### config.mk
export PLATFORM = sky130hd
export DESIGN_NAME = spi_burst_master
export DESIGN_NICKNAME = d
export VERILOG_FILES = /design/src/rtl/spi_bm_pkg.sv /design/src/rtl/spi_bm_fifo.sv /design/src/rtl/spi_bm_engine.sv /design/src/rtl/spi_burst_master.sv
export SDC_FILE = /design/constraint.sdc
export NUM_CORES = 1
export LEC_CHECK = 0
export BUFFER_PORTS_ARGS = -buffer_cell sky130_fd_sc_hd__buf_2
export CORE_UTILIZATION = 45
export CTS_CLUSTER_DIAMETER = 50
export CTS_CLUSTER_SIZE = 30
export DETAILED_ROUTE_END_ITERATION = 12
export GPL_TIMING_DRIVEN = 1
export SETUP_SLACK_MARGIN = 0.1
export SYNTH_ARGS = -nofsm -noshare
export SYNTH_HDL_FRONTEND = slang
export SYNTH_SLANG_ARGS = --single-unit
### constraint.sdc
create_clock -name clk -period 4.8 [get_ports clk]
set_clock_uncertainty 0.15 [all_clocks]
set_input_delay 0.96 -clock clk [delete_from_list [all_inputs] [get_ports clk]]
set_output_delay 0.96 -clock clk [all_outputs]
set_load 0.01 [all_outputs]
### src/rtl/spi_bm_pkg.sv
package spi_bm_pkg;
  // control word bit positions
  localparam int CB_EN     = 0;
  localparam int CB_MASTER = 1;
  localparam int CB_CPHA   = 2;
  localparam int CB_CPOL   = 3;
  localparam int CB_CSLOW  = 4;
  localparam int CB_TXRST  = 8;
  localparam int CB_RXRST  = 9;
  localparam int CB_GO     = 10;
  localparam int CB_CSSEL  = 12;
  localparam int CB_CSMAN  = 16;
  localparam int CB_CSLVL  = 17;
  localparam int CB_PAUSE  = 18;
  localparam int RX_CNT_LSB = 0;
  localparam int TX_CNT_LSB = 16;

  typedef enum logic [1:0] {
    W_CTRL  = 2'd0,
    W_BURST = 2'd1,
    W_XMIT  = 2'd2,
    W_FSTAT = 2'd3
  } reg_word_e;

  typedef enum logic [1:0] {
    ENG_IDLE = 2'd0,
    ENG_LOAD = 2'd1,
    ENG_RUN  = 2'd2
  } eng_state_e;
endpackage

### src/rtl/spi_bm_fifo.sv
module spi_bm_fifo #(
  parameter int W     = 8,
  parameter int DEPTH = 64,
  localparam int AW = $clog2(DEPTH),
  localparam int CW = $clog2(DEPTH + 1)
) (
  input  logic          clk,
  input  logic          rst,
  input  logic          flush,
  input  logic          push,
  input  logic [W-1:0]  din,
  input  logic          pop,
  output logic [W-1:0]  head,
  output logic [CW-1:0] count,
  output logic          empty
);
  logic [W-1:0]  mem [DEPTH];
  logic [AW-1:0] wptr, rptr;
  logic          full, do_push, do_pop;

  assign full    = (count == CW'(DEPTH));
  assign empty   = (count == '0);
  assign do_push = push && !full;
  assign do_pop  = pop && !empty;
  assign head    = mem[rptr];

  always_ff @(posedge clk) begin
    if (do_push) mem[wptr] <= din;
  end

  always_ff @(posedge clk) begin
    if (rst || flush) begin
      wptr  <= '0;
      rptr  <= '0;
      count <= '0;
    end else begin
      if (do_push) wptr <= (wptr == AW'(DEPTH - 1)) ? '0 : wptr + AW'(1);
      if (do_pop)  rptr <= (rptr == AW'(DEPTH - 1)) ? '0 : rptr + AW'(1);
      case ({do_push, do_pop})
        2'b10:   count <= count + CW'(1);
        2'b01:   count <= count - CW'(1);
        default: count <= count;
      endcase
    end
  end
endmodule

### src/rtl/spi_bm_engine.sv
module spi_bm_engine
  import spi_bm_pkg::*;
#(
  parameter int CNTW = 24
) (
  input  logic            clk,
  input  logic            rst,
  input  logic            en,
  input  logic            cpol,
  input  logic            cpha,
  input  logic            pause,
  input  logic            start,
  input  logic [CNTW-1:0] burst_len,
  input  logic [CNTW-1:0] xmit_len,
  input  logic            tick,
  input  logic            tx_empty,
  input  logic [7:0]      tx_head,
  input  logic            miso,
  output logic            busy,
  output logic            done,
  output logic            tx_pop,
  output logic            rx_push,
  output logic [7:0]      rx_byte,
  output logic            sclk,
  output logic            mosi
);
  eng_state_e      st;
  logic [CNTW-1:0] remain, sent;
  logic [3:0]      half;
  logic [7:0]      tsh;
  logic [6:0]      rsh;
  logic            want_tx, ld_go, lead, samp, shft;
  logic [7:0]      ld_dat;

  assign busy = (st != ENG_IDLE);

  always_comb begin
    want_tx = (sent < xmit_len);
    ld_go   = want_tx ? (!tx_empty || !pause) : 1'b1;
    ld_dat  = (want_tx && !tx_empty) ? tx_head : 8'h00;
    lead    = ~half[0];
    samp    = lead ^ cpha;
    shft    = cpha ? lead : (~lead && (half != 4'hF));
  end

  always_ff @(posedge clk) begin
    if (rst) begin
      st      <= ENG_IDLE;
      sclk    <= 1'b0;
      mosi    <= 1'b0;
      half    <= '0;
      tsh     <= '0;
      rsh     <= '0;
      remain  <= '0;
      sent    <= '0;
      tx_pop  <= 1'b0;
      rx_push <= 1'b0;
      rx_byte <= '0;
      done    <= 1'b0;
    end else begin
      tx_pop  <= 1'b0;
      rx_push <= 1'b0;
      done    <= 1'b0;
      if (!en) begin
        st   <= ENG_IDLE;
        sclk <= cpol;
      end else begin
        case (st)
          ENG_IDLE: begin
            sclk <= cpol;
            if (start) begin
              if (burst_len == '0) begin
                done <= 1'b1;
              end else begin
                remain <= burst_len;
                sent   <= '0;
                st     <= ENG_LOAD;
              end
            end
          end
          ENG_LOAD: begin
            if (ld_go) begin
              tx_pop <= want_tx && !tx_empty;
              half   <= '0;
              st     <= ENG_RUN;
              if (!cpha) begin
                mosi <= ld_dat[7];
                tsh  <= {ld_dat[6:0], 1'b0};
              end else begin
                tsh  <= ld_dat;
              end
            end
          end
          ENG_RUN: begin
            if (tick) begin
              sclk <= ~sclk;
              half <= half + 4'd1;
              if (samp) begin
                rsh <= {rsh[5:0], miso};
                if (half[3:1] == 3'd7) begin
                  rx_push <= 1'b1;
                  rx_byte <= {rsh, miso};
                end
              end
              if (shft) begin
                mosi <= tsh[7];
                tsh  <= {tsh[6:0], 1'b0};
              end
              if (half == 4'hF) begin
                sent   <= sent + CNTW'(1);
                remain <= remain - CNTW'(1);
                if (remain == CNTW'(1)) begin
                  st   <= ENG_IDLE;
                  done <= 1'b1;
                end else begin
                  st <= ENG_LOAD;
                end
              end
            end
          end
          default: st <= ENG_IDLE;
        endcase
      end
    end
  end
endmodule

### src/rtl/spi_burst_master.sv
module spi_burst_master
  import spi_bm_pkg::*;
#(
  parameter int DEPTH = 64,
  parameter int CNTW  = 24,
  parameter int NCS   = 4,
  localparam int CW  = $clog2(DEPTH + 1),
  localparam int CSW = $clog2(NCS)
) (
  input  logic           clk,
  input  logic           rst,
  input  logic           reg_wr,
  input  logic [1:0]     reg_addr,
  input  logic [31:0]    reg_wdata,
  output logic [31:0]    reg_rdata,
  input  logic           tx_push,
  input  logic [7:0]     tx_data,
  input  logic           rx_pop,
  output logic [7:0]     rx_data,
  input  logic           sclk_tick,
  output logic           sclk,
  output logic           mosi,
  input  logic           miso,
  output logic [NCS-1:0] spi_cs
);
  logic            en_q, master_q, cpha_q, cpol_q, cs_low_q, cs_man_q, cs_lvl_q, pause_q;
  logic [CSW-1:0]  cs_sel_q;
  logic            go_q, start_q;
  logic [CNTW-1:0] burst_q, xmit_q;
  logic            run_en, ctl_wr, tx_flush, rx_flush;
  logic            busy, done, tx_pop, rx_push, tx_empty, rx_empty;
  logic [7:0]      tx_head, rx_head, rx_byte;
  logic [CW-1:0]   tx_cnt, rx_cnt;
  logic [31:0]     rd_nxt;
  logic [NCS-1:0]  cs_nxt;

  assign run_en   = en_q && master_q;
  assign ctl_wr   = reg_wr && (reg_addr == W_CTRL);
  assign tx_flush = ctl_wr && reg_wdata[CB_TXRST];
  assign rx_flush = ctl_wr && reg_wdata[CB_RXRST];

  always_ff @(posedge clk) begin
    if (rst) begin
      en_q <= 1'b0; master_q <= 1'b0; cpha_q <= 1'b0; cpol_q <= 1'b0;
      cs_low_q <= 1'b0; cs_man_q <= 1'b0; cs_lvl_q <= 1'b0; pause_q <= 1'b0;
      cs_sel_q <= '0;
      go_q <= 1'b0; start_q <= 1'b0;
      burst_q <= '0; xmit_q <= '0;
    end else begin
      start_q <= 1'b0;
      if (ctl_wr) begin
        en_q     <= reg_wdata[CB_EN];
        master_q <= reg_wdata[CB_MASTER];
        cpha_q   <= reg_wdata[CB_CPHA];
        cpol_q   <= reg_wdata[CB_CPOL];
        cs_low_q <= reg_wdata[CB_CSLOW];
        cs_sel_q <= reg_wdata[CB_CSSEL +: CSW];
        cs_man_q <= reg_wdata[CB_CSMAN];
        cs_lvl_q <= reg_wdata[CB_CSLVL];
        pause_q  <= reg_wdata[CB_PAUSE];
      end
      if (reg_wr && reg_addr == W_BURST) burst_q <= reg_wdata[CNTW-1:0];
      if (reg_wr && reg_addr == W_XMIT)  xmit_q  <= reg_wdata[CNTW-1:0];
      if (ctl_wr && reg_wdata[CB_GO] && reg_wdata[CB_EN] && reg_wdata[CB_MASTER] && !go_q) begin
        go_q    <= 1'b1;
        start_q <= 1'b1;
      end else if (done || !run_en) begin
        go_q <= 1'b0;
      end
    end
  end

  spi_bm_fifo #(.W(8), .DEPTH(DEPTH)) tx_fifo_i (
    .clk(clk), .rst(rst), .flush(tx_flush),
    .push(tx_push), .din(tx_data), .pop(tx_pop),
    .head(tx_head), .count(tx_cnt), .empty(tx_empty)
  );

  spi_bm_fifo #(.W(8), .DEPTH(DEPTH)) rx_fifo_i (
    .clk(clk), .rst(rst), .flush(rx_flush),
    .push(rx_push), .din(rx_byte), .pop(rx_pop),
    .head(rx_head), .count(rx_cnt), .empty(rx_empty)
  );

  spi_bm_engine #(.CNTW(CNTW)) eng_i (
    .clk(clk), .rst(rst), .en(run_en), .cpol(cpol_q), .cpha(cpha_q),
    .pause(pause_q), .start(start_q), .burst_len(burst_q), .xmit_len(xmit_q),
    .tick(sclk_tick), .tx_empty(tx_empty), .tx_head(tx_head), .miso(miso),
    .busy(busy), .done(done), .tx_pop(tx_pop), .rx_push(rx_push),
    .rx_byte(rx_byte), .sclk(sclk), .mosi(mosi)
  );

  always_ff @(posedge clk) begin
    if (rst)                      rx_data <= '0;
    else if (rx_pop && !rx_empty) rx_data <= rx_head;
  end

  always_comb begin
    rd_nxt = '0;
    case (reg_addr)
      W_CTRL: begin
        rd_nxt[CB_EN]     = en_q;
        rd_nxt[CB_MASTER] = master_q;
        rd_nxt[CB_CPHA]   = cpha_q;
        rd_nxt[CB_CPOL]   = cpol_q;
        rd_nxt[CB_CSLOW]  = cs_low_q;
        rd_nxt[CB_GO]     = go_q;
        rd_nxt[CB_CSSEL +: CSW] = cs_sel_q;
        rd_nxt[CB_CSMAN]  = cs_man_q;
        rd_nxt[CB_CSLVL]  = cs_lvl_q;
        rd_nxt[CB_PAUSE]  = pause_q;
      end
      W_BURST: rd_nxt[CNTW-1:0] = burst_q;
      W_XMIT:  rd_nxt[CNTW-1:0] = xmit_q;
      default: begin
        rd_nxt[RX_CNT_LSB +: CW] = rx_cnt;
        rd_nxt[TX_CNT_LSB +: CW] = tx_cnt;
      end
    endcase
  end

  for (genvar i = 0; i < NCS; i++) begin : g_cs
    always_comb begin
      if (CSW'(i) == cs_sel_q)
        cs_nxt[i] = cs_man_q ? cs_lvl_q : (busy ? ~cs_low_q : cs_low_q);
      else
        cs_nxt[i] = cs_low_q;
    end
  end

  always_ff @(posedge clk) begin
    if (rst) begin
      reg_rdata <= '0;
      spi_cs    <= '0;
    end else begin
      reg_rdata <= rd_nxt;
      spi_cs    <= cs_nxt;
    end
  end
endmodule

Word level (Yosys, flattened, before mapping):

Memory sizes are Yosys's and may differ from the RTL's. A register that Yosys moved wholly into a read port is not among the register bits.
Index checks and enable logic that the tools add are counted.

* add/sub/neg operators: 11
* mux-type cells: 74
* magnitude comparators: 1
* eq/ne operators: 30
* reduce and logical (&&, ||, !) cells: 50
* bitwise gates (word level): 10

Operator list (count)
* 24-bit two-way mux: 8
* 24-bit case mux with 2 select lines: 2
* 8-bit two-way mux: 5
* 6-bit two-way mux: 6
* 1-bit two-way mux: 28
* 7-bit case mux with 2 select lines: 2
* 24-bit by 1-bit adder with 24-bit output (second input constant): 1
* 6-bit by 1-bit adder with 6-bit output (second input constant): 4
* 24-bit by 1-bit == test with 1-bit output (second input constant): 1
* 6-bit == test (second input constant): 4
* 24-bit logical NOT: 1
* 24-bit less-than comparator: 1
* 24-bit by 1-bit subtractor with 24-bit output (second input constant): 1
* 2-bit case mux with 3 select lines: 3
* 1-bit logical AND: 16
* 8-bit case mux with 2 select lines: 1
* 5-bit case mux with 3 select lines: 1
* 5-bit AND reduction: 3
* 7-bit by 1-bit adder with 7-bit output (second input constant): 2
* 7-bit == test (second input constant): 2
* 7-bit logical NOT: 2
* 7-bit by 1-bit subtractor with 7-bit output (second input constant): 2
* 4-bit case mux with 3 select lines: 1
* 6-bit AND reduction: 2
* other kinds (30): 77

* logic and storage cells: 212
* input port bits: 49
* bits in writable memories: 1024
* register bits after elaboration: 216
* memories kept: 2

Memories
* rx_fifo_i.mem: depth 64, bits a word 8, read ports 1, clocked after memory_dff 1, write ports 1, RTL line spi_bm_fifo.sv:17 `logic [W-1:0] mem [DEPTH];`
* tx_fifo_i.mem: depth 64, bits a word 8, read ports 1, clocked after memory_dff 1, write ports 1, RTL line spi_bm_fifo.sv:17

Depth between registers and ports, before layout:

Gate-level depths: netlist of run 1.

* depth in word-level cells: 7
* depth in mapped cells: 15

Hierarchy:

Synthesis of run 1 repeated with hierarchy kept, for this count alone.

* cell total of the unflattened synthesis: 3187
* area, all modules: 51070.2 sq um

By module, submodules not included
* spi_bm_fifo (rx_fifo_i): cells each 1085, instances 1, area each 21246.6 sq um
* spi_bm_fifo (tx_fifo_i): cells each 1058, instances 1, area each 21190.3 sq um
* spi_bm_engine: cells each 602, instances 1, area each 4773.3 sq um
* spi_burst_master: cells each 442, instances 1, area each 3860.0 sq um

Worst setup path before layout of run 1:

No wires, ideal clock.

* kind: input-to-reg
* start point: in rx_pop
* end point: reg rx_fifo_i.count[6]
* buffers on the path: 0
* stages on the path: 11
* arrival: 3.227 ns
* path slack: 1.353 ns
* cell sequence: o21ai_1 -> inv_1 -> ha_1 -> ha_1 -> nor2b_1 -> o21ai_0 -> a21oi_1 -> o21ai_0 -> a21oi_1 -> or4_1 -> a21oi_1

* word-level cells in the longest chain between the ends: 3
* elaborated cells between the ends (all ways): 5
* those cells by class: eq/ne (2); mux (1); reduce/logical (2)

RTL lines
* start, declared: RTL line spi_burst_master.sv:18 `input logic rx_pop,`
* 1-bit logical AND *: RTL line spi_bm_fifo.sv:24 `assign do_pop = pop && !empty;`
* net rx_fifo_i.do_pop: RTL line spi_bm_fifo.sv:19 `logic full, do_push, do_pop;`
* 2-bit by 1-bit == test with 1-bit output or 2-bit == test (tied branches): RTL line spi_bm_fifo.sv:39 `case ({do_push, do_pop})`
* 7-bit case mux with 2 select lines or 2-bit nonzero test (tied branches)
* end signal, assigned: RTL line spi_bm_fifo.sv:40 `2'b10: count <= count + CW'(1);`
* end signal, assigned: RTL line spi_bm_fifo.sv:41 `2'b01: count <= count - CW'(1);`
* end signal, assigned: RTL line spi_bm_fifo.sv:42 `default: count <= count;`
* end, declared: RTL line spi_bm_fifo.sv:14 `output logic [CW-1:0] count,`

Mark *: on every way through the listed nets, which the timed path passes. The rest lies on a longest branch.
A chain may end at the register's enable or synchronous reset.

Worst setup path in the final report of run 1:

* start point: reg rx_fifo_i.count[2]
* end point: reg rx_fifo_i.count[6]

* word-level cells in the longest chain between the ends: 5
* elaborated cells between the ends (all ways): 12
* those cells by class: add/sub (2); eq/ne (3); mux (1); reduce/logical (6)

RTL lines
* 7-bit logical NOT *: RTL line spi_bm_fifo.sv:22 `assign empty = (count == '0);`
* 1-bit logical NOT *: RTL line spi_bm_fifo.sv:24
* 1-bit logical AND *: RTL line spi_bm_fifo.sv:24
* net rx_fifo_i.do_pop: RTL line spi_bm_fifo.sv:19
* 2-bit by 1-bit == test with 1-bit output or 2-bit == test (tied branches): RTL line spi_bm_fifo.sv:39
* 7-bit case mux with 2 select lines or 2-bit nonzero test (tied branches)

Marks and branches as above.

==> run_results.csv, run 1 <==
group,metric,value,unit
status,status,"finished, final reports clean",
pwr,p_per_area,387,nW/um2
routing,routedWlPerCell,24.2,um
cts,cts-root-buf,"clkbuf_16",
cts,cts-resized-gates,0,
critical_path,crit_buf_inv,2,
sta,period_needed,3960,ps
grt,grt_pass1_wl,172,mm
finish,layout_common_cells,"edfxtp_1, nor2_1, mux4_2",
critical_path,cp-start-kind,"flop",
finish,utilization,50.8,%
routing,drt_iter0_drc,2864,
synthesis,syn_area,50100,um2
critical_path,critPathTopFamily,"simple AND/OR/NAND/NOR gates",
synthesis,synth-main-ff-cell,"edfxtp_1",
die,rows,122,
pwr,leakage,16.1,nW
sta,rsz0062_at_grt,"false",
synthesis,synth_simple_gate_area_share,6.92,%
critical_path,path_cells,"nor4_1 > nand2_1 > o21ai_1 > buf_4 > inv_1 > ha_1 > ha_1 > nor2b_1 > o21ai_0 > a21oi_1 > o21ai_0 > a21oi_1 > or4_1 > a21oi_1",
finish,antennaDiodeCount,0,
critical_path,arrival,4460,ps
cts,hold_buffers,0,
synthesis,synth_seq_cells,1246,
place,place_hpwl,72.1,mm
grt,track_usage,20.4,%
die,core,111000,um2
critical_path,end_kind,"flop",
finish,fill_cells,9048,
synthesis,async_flop_share,0,%
grt,grt.overflow.total,0,
cts,numCtsBuffers,115,
synthesis,synthAdderAreaFrac,1.25,%
cts,cts_setup_buffers,0,
grt,grt_max_degree,80,
cts,clk_latency,720,ps
sta,hold_violations,0,
synthesis,synth_edf_count,1024,
sta,slew_violations,0,
finish,final_nets,3241,
grt,use_met3,3.35,%
synthesis,synth_top_family_by_area,"multiplexers",
routing,routed_via_density,5.76,
synthesis,synth_cell_types,75,
critical_path,crit_slowest_cell,"or4_1",
cts,clockBufferDepth,3,
synthesis,synth.area.mux_share,13.5,%
sta,fin_crit_sh,82.4,%
synthesis,yosysWarnings,0,
sta,fmax,253,MHz
critical_path,required,5300,ps
hold_path,hold_path.class,"reg2reg",
cts,clk_pin_slew,70,ps
critical_path,cp_max_fo,18,
pwr,peakVddDrop,421,uV
sta,timing.setup.tns,0,ps
finish,area_growth,12.1,%
routing,drt_pass1_iterations,8,
routing,routed_wl,115,mm
critical_path,slowest_delay,470,ps
cts,cts.sinks,1246,
run,drv_cap,0,
synthesis,synthCells,3070,
routing,vias,27260,
die,num_io_pins,95,
grt,use_met1,28.7,%
synthesis,synthXorXnorAreaFrac,0.769,%
finish,final_common_cell,"edfxtp_1",
cts,cts-htree-levels,3,
grt,first_global_vias,27143,
synthesis,ys_seq_area_share,70.2,%
sta,slew_headroom,13.1,%
die,dieWidth,336,um
place,io_buffers,78,
grt,use_met2,32.9,%
die,initial_core_util,45.3,%
cts,cts_tree,"yes",
routing,antenna_left,0,
place,gp_congestion,0.859,
grt,antenna_found_initial,0,
grt,busiest_layer,"met2",
die,die_area,113000,um2
finish,drive_gt1_share,20.0,%
synthesis,avgSynthCellArea,16.3,um2
routing,drc,0,
critical_path,crit_type,"reg2reg",
sta,setup_viol,0,
synthesis,synth_compound_area_share,5.19,%
die,die_h,336,um
critical_path,cp_common_cell,"a21oi_1",
sta,worst_slew_pin_slew,1300,ps
cell families (layout without fill, tap and decap cells):
family / Yosys count / count (layout)
AO/OA/AOI/OAI: 397 / 397
buffers and inverters: 230 / 394
adder cells (fa/ha/maj): 49 / 49
other: 1 / 8
flip-flops: 1246 / 1246
AND/OR/NAND/NOR: 762 / 762
multiplexers: 341 / 341
XOR/XNOR: 44 / 44
power by group:
| part | leakage, nW | total [W] | internal (W) | switching [W] |
|---|---|---|---|---|
| sequential | 9.93 | 0.0117 | 0.0116 | 0.0000318 |
| combinational | 4.18 | 0.000352 | 0.0000882 | 0.000264 |
| clock | 1.99 | 0.00972 | 0.00525 | 0.00447 |
| total | 16.1 | 0.0217 | 0.0170 | 0.00477 |
final timing paths:
path / from / endpoint / slack (ps) / cells past startpoint
worst max-delay path: rx_fifo_i.count[2] / rx_fifo_i.count[6] / 840 / 14
worst min register to register: eng_i.tsh[0] / eng_i.tsh[0] / 320 / 2
worst min-delay path: eng_i.tsh[0] / eng_i.tsh[0] / 320 / 2
worst max register to register: rx_fifo_i.count[2] / rx_fifo_i.count[6] / 840 / 14
layer usage:
metal	up-vias	routed length, um
li1	12166	-
met1	14006	49300
met2	927	55700
met3	161	7080
met4	0	2490
met5	-	0
synth_stat cells, types with 20 or more instances:
library cell / count / area share, %
ha_1: 47 / 1.2
dfxtp_1: 222 / 8.9
nor2_1: 329 / 2.5
nor2b_1: 31 / 0.39
inv_1: 50 / 0.37
mux4_2: 268 / 12
o21ai_0: 39 / 0.39
nor3_1: 24 / 0.24
clkbuf_1: 99 / 0.74
xor2_1: 30 / 0.52
a22oi_1: 60 / 0.90
buf_1: 29 / 0.22
a21oi_1: 158 / 1.6
buf_2: 20 / 0.20
buf_4: 20 / 0.30
edfxtp_1: 1024 / 61
nand3_1: 33 / 0.33
nand2_1: 219 / 1.6
mux2i_1: 65 / 1.3
a211oi_1: 30 / 0.45
metrics by stage:
stage	cells	hold slack, ps	cell area [um2]	setup slack, ps	total power (W)
after floorplan	3077	282	50100	1350	0.0121
after global placement	4514	291	52000	764	0.0122
after detailed placement	4514	309	52000	710	0.0123
after CTS	4729	291	56200	886	0.0219
after global routing	4729	323	56200	523	0.0223
final	4729	318	56200	845	0.0217
state kept, by name (all words and copies together) (netlist names), 6 cells and up, named ones only:
signal,flops
burst_q,24
eng_i.remain,24
xmit_q,24
tx_fifo_i.wptr,6
rx_fifo_i.wptr,6
eng_i.tsh,8
eng_i.rsh,7
tx_fifo_i.count,7
rx_data,8
tx_fifo_i.rptr,6
reg_rdata,24
rx_fifo_i.mem,512
rx_fifo_i.count,7
rx_fifo_i.rptr,6
tx_fifo_i.mem,512
eng_i.sent,24
eng_i.rx_byte,8
worst register-to-register path, cell delays in order (launching register included):
cell     delay [ps]
dfxtp_1         360
nor4_1          430
nand2_1         130
o21ai_1         150
buf_4           280
inv_1           210
ha_1            350
ha_1            350
nor2b_1         160
o21ai_0         240
a21oi_1         120
o21ai_0         200
a21oi_1         120
or4_1           470
a21oi_1         150
area by class of cell:
class | count | area (um2) | area share, %
clock inverters | 90 | 1160 | 2.07
well taps | 1488 | 1860 | 3.31
clock buffers | 125 | 2970 | 5.28
flip-flops and latches | 1246 | 35200 | 62.7
inverters | 50 | 188 | 0.334
repair buffers | 129 | 876 | 1.56
multi-input cells | 1601 | 13900 | 24.7
No activity file was read; power rests on OpenSTA's default activity.
==> inputs of run 2 (changes only) <==
==> constraint.sdc (replaced) <==
create_clock -name clk -period 4.09 [get_ports clk]
set_clock_uncertainty 0.15 [all_clocks]
set_input_delay 0.818 -clock clk [delete_from_list [all_inputs] [get_ports clk]]
set_output_delay 0.818 -clock clk [all_outputs]
set_load 0.01 [all_outputs]
==> run 2 against run 1 <==
  * Register-to-register slack worse by 540 ps
  * Hold slack worse by 130 ps
  * Global-route usage up 0.22 points
  * Via count up 2.0%
  * Sequential power up 17%
  * Final area up 1.8%
  * Worst setup slack worse by 540 ps
  * Clock power up 16%
  * Critical path depth down 1
  * Critical endpoint is now tx_fifo_i.count[6]
  * Largest power group unchanged
  * Highest routed layer unchanged
==> run_results.csv, run 2 (synthesized netlist as in run 1, its figures left out) <==
group,metric,value,unit
hold_path,hp-start,"reg_wdata[23]",
cts,cts-resized-gates,0,
grt,use_met1,28.3,%
finish,area_growth,14.1,%
critical_path,arrival,4250,ps
critical_path,cp-start-kind,"flop",
critical_path,crit_slowest_cell,"nor4_1",
finish,final_nets,3367,
pwr,leakage,16.8,nW
cts,numCtsBuffers,116,
routing,drc,0,
critical_path,slowest_delay,550,ps
routing,antenna_left,0,
critical_path,crit_type,"reg2reg",
grt,grt_max_degree,65,
hold_path,hold_path.class,"in2reg",
sta,fmax,265,MHz
grt,use_met3,3.62,%
hold_path,holdPathStages,3,
sta,setup_viol,0,
sta,period_needed,3780,ps
critical_path,reg2reg_from,"tx_fifo_i.count[0]",
place,place_hpwl,75.7,mm
die,dieWidth,336,um
finish,utilization,51.7,%
run,drv_cap,0,
finish,antennaDiodeCount,0,
die,die_area,113000,um2
pwr,p_per_area,444,nW/um2
cts,cts_tree,"yes",
grt,busiest_layer,"met2",
critical_path,r2r_end,"tx_fifo_i.count[6]",
finish,top_regs,"rx_fifo_i.mem: 512 flops, tx_fifo_i.mem: 512 flops",
sta,timing.setup.tns,0,ps
finish,drive_gt1_share,23.1,%
routing,routed_via_density,5.72,
finish,layout_common_cells,"edfxtp_1, nor2_1, mux4_2",
cts,clk_latency,710,ps
routing,routed_wl,116,mm
cts,hold_buffers,0,
status,status,"finished, final reports clean",
grt,grt.overflow.total,0,
routing,drt_iter0_drc,2615,
critical_path,cp_max_fo,6,
critical_path,r2r_cells,13,
place,gp_congestion,0.893,
pwr,peakVddDrop,338,uV
sta,worst_slew_pin_slew,1120,ps
routing,vias,27792,
grt,grt_pass1_wl,174,mm
die,num_io_pins,95,
grt,antenna_found_initial,0,
grt,track_usage,20.6,%
sta,rsz0062_at_grt,"false",
hold_path,hold_end,"xmit_q[23]",
cts,clk_pin_slew,70,ps
critical_path,end_kind,"flop",
cts,cts-htree-levels,3,
sta,slew_headroom,25.6,%
grt,use_met2,33.9,%
critical_path,r2r_setup_slack,310,ps
die,core,111000,um2
critical_path,required,4560,ps
cts,cts_setup_buffers,0,
finish,final_common_cell,"edfxtp_1",
grt,first_global_vias,27941,
cts,cts-root-buf,"clkbuf_16",
critical_path,critPathTopFamily,"simple AND/OR/NAND/NOR gates",
cts,cts.sinks,1246,
die,rows,122,
place,io_buffers,78,
die,initial_core_util,45.3,%
routing,routedWlPerCell,24.0,um
critical_path,crit_buf_inv,2,
cts,clockBufferDepth,3,
sta,fin_crit_sh,92.4,%
die,die_h,336,um
sta,hold_violations,0,
sta,slew_violations,0,
routing,drt_pass1_iterations,6,
critical_path,path_cells,"nor4_1 > a31oi_1 > inv_1 > ha_1 > inv_1 > fa_1 > nor2b_1 > o21ai_0 > a21oi_1 > o21ai_0 > and3_1 > or4_1 > a21oi_1",
[run 2: cell count changes in the layout (fill, tap and decap cells not counted), moves of 4 or more]
| cell | before | now |
|---|---|---|
| clkinv_2 | 5 | 13 |
| clkbuf_16 | 117 | 124 |
| inv_8 | 17 | 9 |
| buf_4 | 44 | 165 |
| bufinv_16 | 10 | 5 |
| buf_12 | 8 | 12 |
[run 2: area by class of cell]
type	count	area [um2]
inverters	50	188
flip-flops and latches	1246	35200
fillers	8883	53300
repair buffers	254	1860
clock inverters	85	941
well taps	1488	1860
clock buffers	136	3190
multi-input cells	1601	13900
[run 2: metal layers]
metal,vias to the layer above,wire length [um],part of all wire [%]
li1,12406,-,-
met1,14363,49800,43
met2,853,57100,49
met3,170,6940,6.0
met4,0,2550,2.2
met5,-,0,0
[run 2: power breakdown]
part           switching [W]  internal, W  leakage (nW)
Clock                0.00514      0.00613          2.01
Sequential         0.0000368       0.0136          9.93
Combinational       0.000316     0.000114          4.85
Total                0.00550       0.0199          16.8
[run 2: how the worst max path moves through the flow]
| stage | cells after the start | slack (ps) | endpoint | startpoint |
|---|---|---|---|---|
| after CTS | 13 | 370 | rx_fifo_i.count[6] | rx_fifo_i.count[2] |
| after detailed placement | 13 | 350 | rx_fifo_i.count[6] | rx_pop |
| after global routing | 13 | 110 | tx_fifo_i.count[6] | tx_fifo_i.count[0] |
| after floorplan | 13 | 750 | rx_fifo_i.count[6] | rx_fifo_i.count[2] |
| final | 13 | 310 | tx_fifo_i.count[6] | tx_fifo_i.count[0] |
| after global placement | 13 | 350 | rx_fifo_i.count[6] | rx_pop |
[run 2: worst reg2reg max path, delay by kind of cell (launching register included)]
family	cells	cell delay, ps
flip-flops	1	360
buffers and inverters	2	320
adder cells (fa/ha/maj)	2	720
AND/OR/NAND/NOR	4	1330
AO/OA/AOI/OAI	5	810
[run 2: metrics by stage]
step	worst slack, ps	cells	instance area (um2)	hold slack [ps]	power [W]
6_report	310	4860	57200	189	0.0254
5_1_grt	105	4860	57200	173	0.0261
4_1_cts	371	4860	57200	133	0.0256
3_5_place_dp	352	4639	53000	308	0.0144
3_3_place_gp	347	4639	53000	290	0.0144
2_1_floorplan	750	3077	50100	282	0.0142
